--- src/rtl/sqgen_pkg.sv ---
`timescale 1ns/1ps
package sqgen_pkg;

  typedef struct packed {
    logic stepUp;
    logic stepDown;
  } stepCmd_t;

  typedef enum logic [1:0] {
    CTL_IDLE    = 2'd0,
    CTL_HOLD    = 2'd1,
    CTL_REPEAT  = 2'd2,
    CTL_BLOCKED = 2'd3
  } ctlState_t;

endpackage

--- src/rtl/sqgen_btn_filter.sv ---
`timescale 1ns/1ps
module sqgen_btn_filter #(
  parameter int DEB_CYC = 500000
) (
  input  logic clk,
  input  logic rstN,
  input  logic rawIn,
  output logic debOut
);
  localparam int CW = (DEB_CYC > 1) ? $clog2(DEB_CYC + 1) : 1;

  logic syncA;
  logic syncB;
  logic [CW-1:0] runCnt;

  always_ff @(posedge clk) begin
    if (!rstN) begin
      syncA  <= 1'b0;
      syncB  <= 1'b0;
      debOut <= 1'b0;
      runCnt <= '0;
    end else begin
      syncA <= rawIn;
      syncB <= syncA;
      if (syncB == debOut) begin
        runCnt <= '0;
      end else if (runCnt == CW'(DEB_CYC - 1)) begin
        debOut <= syncB;
        runCnt <= '0;
      end else begin
        runCnt <= runCnt + 1'b1;
      end
    end
  end

  // the filtered level only ever takes the synchronised value
  assert_filter_follow_R3: assert property (@(posedge clk) disable iff (!rstN)
    !$stable(debOut) |-> (debOut == $past(syncB)));

  // no change while the synchronised input agrees
  assert_filter_quiet_R3: assert property (@(posedge clk) disable iff (!rstN)
    (syncB == debOut) |=> $stable(debOut));

endmodule

--- src/rtl/sqgen_ctrl.sv ---
`timescale 1ns/1ps
module sqgen_ctrl
  import sqgen_pkg::*;
#(
  parameter int CLK_HZ         = 50000000,
  parameter int DEBOUNCE_US    = 10000,
  parameter int HOLD_MS        = 1000,
  parameter int REPEAT_PER_SEC = 10
) (
  input  logic       clk,
  input  logic       rstN,
  input  logic [1:0] btnRaw,
  output stepCmd_t   cmd
);
  localparam int DEB_CYC  = int'((longint'(CLK_HZ) * longint'(DEBOUNCE_US)) / 64'd1000000);
  localparam int HOLD_CYC = int'((longint'(CLK_HZ) * longint'(HOLD_MS)) / 64'd1000);
  localparam int REP_CYC  = CLK_HZ / REPEAT_PER_SEC;
  localparam int CNT_W    = $clog2(HOLD_CYC + 1);

  logic [1:0] debBtn;

  for (genvar i = 0; i < 2; i++) begin : g_filt
    sqgen_btn_filter #(.DEB_CYC(DEB_CYC)) u_filt (
      .clk    (clk),
      .rstN   (rstN),
      .rawIn  (btnRaw[i]),
      .debOut (debBtn[i])
    );
  end

  logic upLvl;
  logic dnLvl;
  logic activeLvl;
  assign upLvl     = debBtn[0];
  assign dnLvl     = debBtn[1];

  ctlState_t  state;
  logic       dirUp;
  logic [CNT_W-1:0] tickCnt;
  logic [CNT_W-1:0] limitCnt;

  assign activeLvl = dirUp ? upLvl : dnLvl;
  assign limitCnt  = (state == CTL_HOLD) ? CNT_W'(HOLD_CYC - 1) : CNT_W'(REP_CYC - 1);

  always_ff @(posedge clk) begin
    if (!rstN) begin
      state   <= CTL_IDLE;
      dirUp   <= 1'b0;
      tickCnt <= '0;
      cmd     <= '0;
    end else begin
      cmd <= '0;
      case (state)
        CTL_IDLE: begin
          tickCnt <= '0;
          if (upLvl && dnLvl) begin
            state <= CTL_BLOCKED;
          end else if (upLvl || dnLvl) begin
            state        <= CTL_HOLD;
            dirUp        <= upLvl;
            cmd.stepUp   <= upLvl;
            cmd.stepDown <= dnLvl;
          end
        end
        CTL_HOLD, CTL_REPEAT: begin
          if (upLvl && dnLvl) begin
            state   <= CTL_BLOCKED;
            tickCnt <= '0;
          end else if (!activeLvl) begin
            state   <= CTL_IDLE;
            tickCnt <= '0;
          end else if (tickCnt == limitCnt) begin
            state        <= CTL_REPEAT;
            tickCnt      <= '0;
            cmd.stepUp   <= dirUp;
            cmd.stepDown <= !dirUp;
          end else begin
            tickCnt <= tickCnt + 1'b1;
          end
        end
        CTL_BLOCKED: begin
          if (!upLvl && !dnLvl) state <= CTL_IDLE;
        end
        default: state <= CTL_IDLE;
      endcase
    end
  end

  // never both strobes in one cycle
  assert_strobe_excl_R10: assert property (@(posedge clk) disable iff (!rstN)
    !(cmd.stepUp && cmd.stepDown));

  // both buttons down yields no step
  assert_both_ignored_R10: assert property (@(posedge clk) disable iff (!rstN)
    (upLvl && dnLvl) |=> (!cmd.stepUp && !cmd.stepDown));

  // released buttons stop all stepping
  assert_release_stops_R6: assert property (@(posedge clk) disable iff (!rstN)
    (!upLvl && !dnLvl) |=> (!cmd.stepUp && !cmd.stepDown));

endmodule

--- src/rtl/sqgen_datapath.sv ---
`timescale 1ns/1ps
module sqgen_datapath
  import sqgen_pkg::*;
#(
  parameter int CLK_HZ  = 50000000,
  parameter int UNIT_HZ = 1000,
  parameter int ACC_W   = 24,
  parameter int SET_W   = 8
) (
  input  logic             clk,
  input  logic             rstN,
  input  stepCmd_t         cmd,
  output logic [SET_W-1:0] setting,
  output logic             waveOut
);
  localparam longint unsigned UNIT_CALC =
    (longint'(UNIT_HZ) * (longint'(1) << ACC_W) + longint'(CLK_HZ / 2)) / longint'(CLK_HZ);
  localparam logic [ACC_W-1:0] STEP_UNIT = UNIT_CALC[ACC_W-1:0];
  localparam logic [SET_W-1:0] SET_MAX   = '1;

  logic [ACC_W-1:0] acc;
  logic [ACC_W-1:0] incr;

  assign incr = STEP_UNIT * ACC_W'(setting);

  always_ff @(posedge clk) begin
    if (!rstN) begin
      setting <= SET_W'(1);
      acc     <= '0;
    end else begin
      acc <= acc + incr;
      if (cmd.stepUp && (setting != SET_MAX)) begin
        setting <= setting + 1'b1;
      end else if (cmd.stepDown && (setting != '0)) begin
        setting <= setting - 1'b1;
      end
    end
  end

  assign waveOut = acc[ACC_W-1] && (setting != '0);

  // increase at the top is absorbed
  assert_sat_high_R7: assert property (@(posedge clk) disable iff (!rstN)
    (cmd.stepUp && setting == SET_MAX) |=> (setting == SET_MAX));

  // decrease at zero is absorbed
  assert_sat_low_R7: assert property (@(posedge clk) disable iff (!rstN)
    (cmd.stepDown && setting == '0) |=> (setting == '0));

  // an accepted increase moves by exactly one
  assert_step_up_R4: assert property (@(posedge clk) disable iff (!rstN)
    (cmd.stepUp && setting != SET_MAX) |=> (setting == $past(setting) + SET_W'(1)));

  // any change of the setting is one unit
  assert_unit_change_R5: assert property (@(posedge clk) disable iff (!rstN)
    !$stable(setting) |-> ((SET_W'(setting - $past(setting)) == SET_W'(1)) ||
                           (SET_W'($past(setting) - setting) == SET_W'(1))));

  // a zero setting freezes the accumulator
  assert_zero_freeze_R9: assert property (@(posedge clk) disable iff (!rstN)
    (setting == '0) |=> $stable(acc));

  // a nonzero setting always advances the phase
  assert_acc_moves_R8: assert property (@(posedge clk) disable iff (!rstN)
    (setting != '0) |=> !$stable(acc));

endmodule

--- src/rtl/btn_square_gen.sv ---
`timescale 1ns/1ps
module btn_square_gen
  import sqgen_pkg::*;
#(
  parameter int CLK_HZ         = 50000000,
  parameter int UNIT_HZ        = 1000,
  parameter int DEBOUNCE_US    = 10000,
  parameter int HOLD_MS        = 1000,
  parameter int REPEAT_PER_SEC = 10,
  parameter int ACC_W          = 24
) (
  input  logic       clk,
  input  logic       rstN,
  input  logic       btnUp,
  input  logic       btnDown,
  output logic [7:0] ledOut,
  output logic       waveOut
);
  localparam int SET_W = 8;

  stepCmd_t         stepCmd;
  logic [SET_W-1:0] setting;

  sqgen_ctrl #(
    .CLK_HZ         (CLK_HZ),
    .DEBOUNCE_US    (DEBOUNCE_US),
    .HOLD_MS        (HOLD_MS),
    .REPEAT_PER_SEC (REPEAT_PER_SEC)
  ) u_ctrl (
    .clk    (clk),
    .rstN   (rstN),
    .btnRaw ({btnDown, btnUp}),
    .cmd    (stepCmd)
  );

  sqgen_datapath #(
    .CLK_HZ  (CLK_HZ),
    .UNIT_HZ (UNIT_HZ),
    .ACC_W   (ACC_W),
    .SET_W   (SET_W)
  ) u_dp (
    .clk     (clk),
    .rstN    (rstN),
    .cmd     (stepCmd),
    .setting (setting),
    .waveOut (waveOut)
  );

  assign ledOut = setting;

endmodule

--- config.mk ---
export PLATFORM = sky130hd
export DESIGN_NAME = btn_square_gen
export DESIGN_NICKNAME = d
export VERILOG_FILES = /design/src/rtl/sqgen_pkg.sv /design/src/rtl/sqgen_btn_filter.sv /design/src/rtl/sqgen_ctrl.sv /design/src/rtl/sqgen_datapath.sv /design/src/rtl/btn_square_gen.sv
export SDC_FILE = /design/constraint.sdc
export NUM_CORES = 1
export LEC_CHECK = 0
export ABC_AREA = 1
export CORE_MARGIN = 1
export CORE_UTILIZATION = 62
export CTS_CLUSTER_DIAMETER = 40
export DETAILED_ROUTE_END_ITERATION = 8
export HOLD_SLACK_MARGIN = 0.1
export PLACE_DENSITY = 0.86
export SETUP_SLACK_MARGIN = 0.15
export SYNTH_ARGS = -nofsm -noshare
export SYNTH_HDL_FRONTEND = slang
export SYNTH_SLANG_ARGS = --single-unit
--- constraint.sdc ---
create_clock -name clk -period 4.2 [get_ports clk]
set_input_delay 0.84 -clock clk [delete_from_list [all_inputs] [get_ports clk]]
set_output_delay 0.84 -clock clk [all_outputs]
set_load 0.01 [all_outputs]
==> out/summary.txt <==
Slew Viols, Final: 0
Synth top area share: 0.317
RSZ-0062 raised after global routing: no
Worst skew pair latency: 0.38 ns
Cells after Synth: 925
Initial Util: 0.636
Tmin final: 3.80 ns
PwrDens: 255 nW/µm²
Post-synth EDFFs: 0
Synth Area in Compound Gates: 0.105
Num Clock Sinks: 103
Post-DP HPWL: 9770 µm
Final hold slack: 0.433 ns
Cell with the most instances after synthesis: nand2_1
Drt drc: 0
Die W: 104 µm
Die Ht: 104 µm
Max-cap violation count: 0
Area grow syn2layout: 8.44%
CTS H-tree depth: 3
Initial DRC count: 299
CTS tree: yes
Warnings from Yosys: 0
I/O pins: 13
Vias post-DR: 5775
Antenna Nets Post-Route: 0
Synthesized area per cell: 7.03 µm²
Share of post-route cells with drive strength above 1: 0.0920
Worst slew pin tran: 0.786 ns
Synth Area in Adders: 0.119
Ys flop type: dfxtp_1
Simple-gate share of the synthesized area: 0.331
CTS clk-pin slew, worst paths: 0.11 ns
Die area: 10900 µm²
Synthesized flop and latch total: 103
Synth cell count leaders: nand2_1, inv_1, nor2_1
DRT Pass-1 Iters: 5
Top cells by area, synth: dfxtp_1, nand2_1, ha_1
Internal power: 1370 µW
Core area: 10200 µm²
FFs w/ async S/R, synth: 0
Final core utilization: 0.689
Clock skew: 0.0127 ns
Sum Neg Setup Slack: 0 ns
Largest net degree at the start of global routing: 27
Final Hold Fails: 0
XOR/XNOR Fraction of Synth Area: 0.0431
Cell type with the largest total area after synthesis: dfxtp_1
Vias in the first global route: 5148
Gpl congestion: 0.945
Sw Ratio: 0.241
Antenna violations before repair: 0
Ant diodes: 0
Hold Path Class: reg2reg
Sequential share of power: 0.552
Drt via density: 5.34
Mux contribution to synthesized area: 0
Net Sw Power: 433 µW
Period utilization: 0.905
Critical path class: reg2reg
Status: finished, final reports clean
CTS Buf Count: 9
Synth cell types: 44
Worst EP required: 4.49 ns
Peak supply drop: 237 µV
Worst setup SP type: flip-flop
R2r setup slk: 0.40 ns
Combinational Power Share: 0.045
CP Data Arrival Time: 4.09 ns
Post-synth net total: 988
Crit Path Max Fanout: 7
Routed Wire Length: 13100 µm
Hold depth: 2
Worst rel slew slack: 0.472
Root Driver: clkbuf_8
Syn Std Cell Area: 6500 µm²
Leakage: 0.00292 µW
Design Power: 1800 µW
CP endpoint kind: flip-flop
Register area share after synthesis: 0.317
Largest family of logic cells by synthesized area: simple AND/OR/NAND/NOR gates
Gr usage total: 0.247
Placement Rows: 37
FMAX: 263 MHz
Drt wl/cell: 12.1 µm
Global-route wire length before repair: 22500 µm
Final net count: 1004
PortBufs: 12
Clock network power share: 0.403
FF-to-FF path depth: 22
Final setup fails: 0
Total grt overflow: 0
Clock Path Buffers: 2
[worst max-delay path: stages (launching register included)]
cell	delay [ns]
dfxtp_2	0.38
ha_1	0.30
ha_1	0.27
inv_1	0.05
fa_1	0.50
inv_1	0.04
ha_1	0.35
nand2_1	0.09
nor2_1	0.14
a21oi_2	0.09
nor2_1	0.14
nand2_1	0.10
nand2_1	0.07
nand2_1	0.05
nand2_1	0.05
inv_1	0.07
ha_1	0.31
a21oi_2	0.17
o21ai_0	0.10
a21oi_1	0.13
nand2_1	0.12
a21oi_1	0.14
nor2_1	0.06
[cell usage in the layout, fill, tap and decap left out, types with 3 or more instances in the layout]
cell,Yosys,layout
nor3_1,26,26
inv_2,4,4
nand2_1,198,197
clkdlybuf4s50_1,0,12
fa_1,5,5
dfxtp_2,0,3
inv_1,118,118
nand2_2,2,3
nand3_1,48,48
nor3b_1,5,5
nand2_4,3,3
a31oi_1,4,4
ha_1,54,49
buf_4,2,6
xor2_1,22,21
nor2_2,19,21
o21a_1,4,4
xnor2_1,10,10
nor2_4,4,4
inv_6,0,3
nor2_1,116,114
nand4_1,28,28
nor4_1,4,3
a21oi_2,2,5
o21ai_1,3,8
dfxtp_1,103,100
ha_2,0,3
nor3_2,9,9
clkbuf_8,0,9
o21ai_0,32,27
o21bai_1,3,3
a21oi_1,67,64
a21o_1,3,3
or2_2,3,3
[power groups by stage]
stage	Sequential [µW]	Clock (µW)	Combinational, µW
after floorplan	1010	0	58.8
after global placement	1020	0	76.4
after detailed placement	1020	0	78.7
after CTS	994	748	79.1
after global routing	996	776	91.6
final	994	726	80.3
[logic make-up (layout without fill, tap and decap cells)]
group           Yosys count  in the layout
compound gates          125            125
buf+inv                 136            157
simple gates            470            470
fa+ha+maj                59             59
xor+xnor                 32             32
flops                   103            103
[metrics by stage]
| stage | cells | worst slack [ns] | instance area, µm² |
|---|---|---|---|
| final | 1082 | 0.397 | 7050 |
| after global routing | 1082 | 0.0914 | 7050 |
| after CTS | 1081 | 0.236 | 6980 |
| after detailed placement | 1065 | 0.258 | 6740 |
| after global placement | 1065 | 0.380 | 6740 |
| after floorplan | 925 | 0.497 | 6500 |
[registers in the layout, indices dropped and copies added (netlist names)]
name / flops
u_ctrl.g_filt.u_filt.runCnt: 38
u_ctrl.tickCnt: 26
u_dp.acc: 20
u_dp.setting: 8
u_ctrl.cmd: 2
u_ctrl.g_filt.u_filt.debOut: 2
u_ctrl.g_filt.u_filt.syncA: 2
u_ctrl.g_filt.u_filt.syncB: 2
u_ctrl.state: 2
u_ctrl.dirUp: 1
[worst paths after layout]
| path | start | end |
|---|---|---|
| worst min register to register | u_ctrl.g_filt[1].u_filt.syncA | u_ctrl.g_filt[1].u_filt.syncB |
| worst max-delay path | u_dp.setting[3] | u_dp.acc[21] |
| worst min-delay path | u_ctrl.g_filt[1].u_filt.syncA | u_ctrl.g_filt[1].u_filt.syncB |
| worst max register to register | u_dp.setting[3] | u_dp.acc[21] |
[what timing repair did]
action,4_1_cts,5_1_grt
gates resized for setup,0,21
hold buffers,0,0
endpoints found under the setup margin,0,11
setup buffers,0,1
[layer usage]
| metal | GRT usage | vias to the layer above | share of wire |
|---|---|---|---|
| li1 | - | 3050 | - |
| met1 | 0.320 | 2597 | 0.47 |
| met2 | 0.414 | 108 | 0.47 |
| met3 | 0.0489 | 20 | 0.038 |
| met4 | 0.0745 | 0 | 0.016 |
| met5 | 0 | - | 0 |
[area by class of cell]
class                   instances  area, µm²
multi-input cells             686       3950
fillers                       869       3180
flip-flops and latches        103       2070
inverters                     123        463
well taps                     136        170
repair buffers                 18        165
clock buffers                   9        124
clock inverters                 7        114
Note: power is estimated with default switching activity, not from simulation.
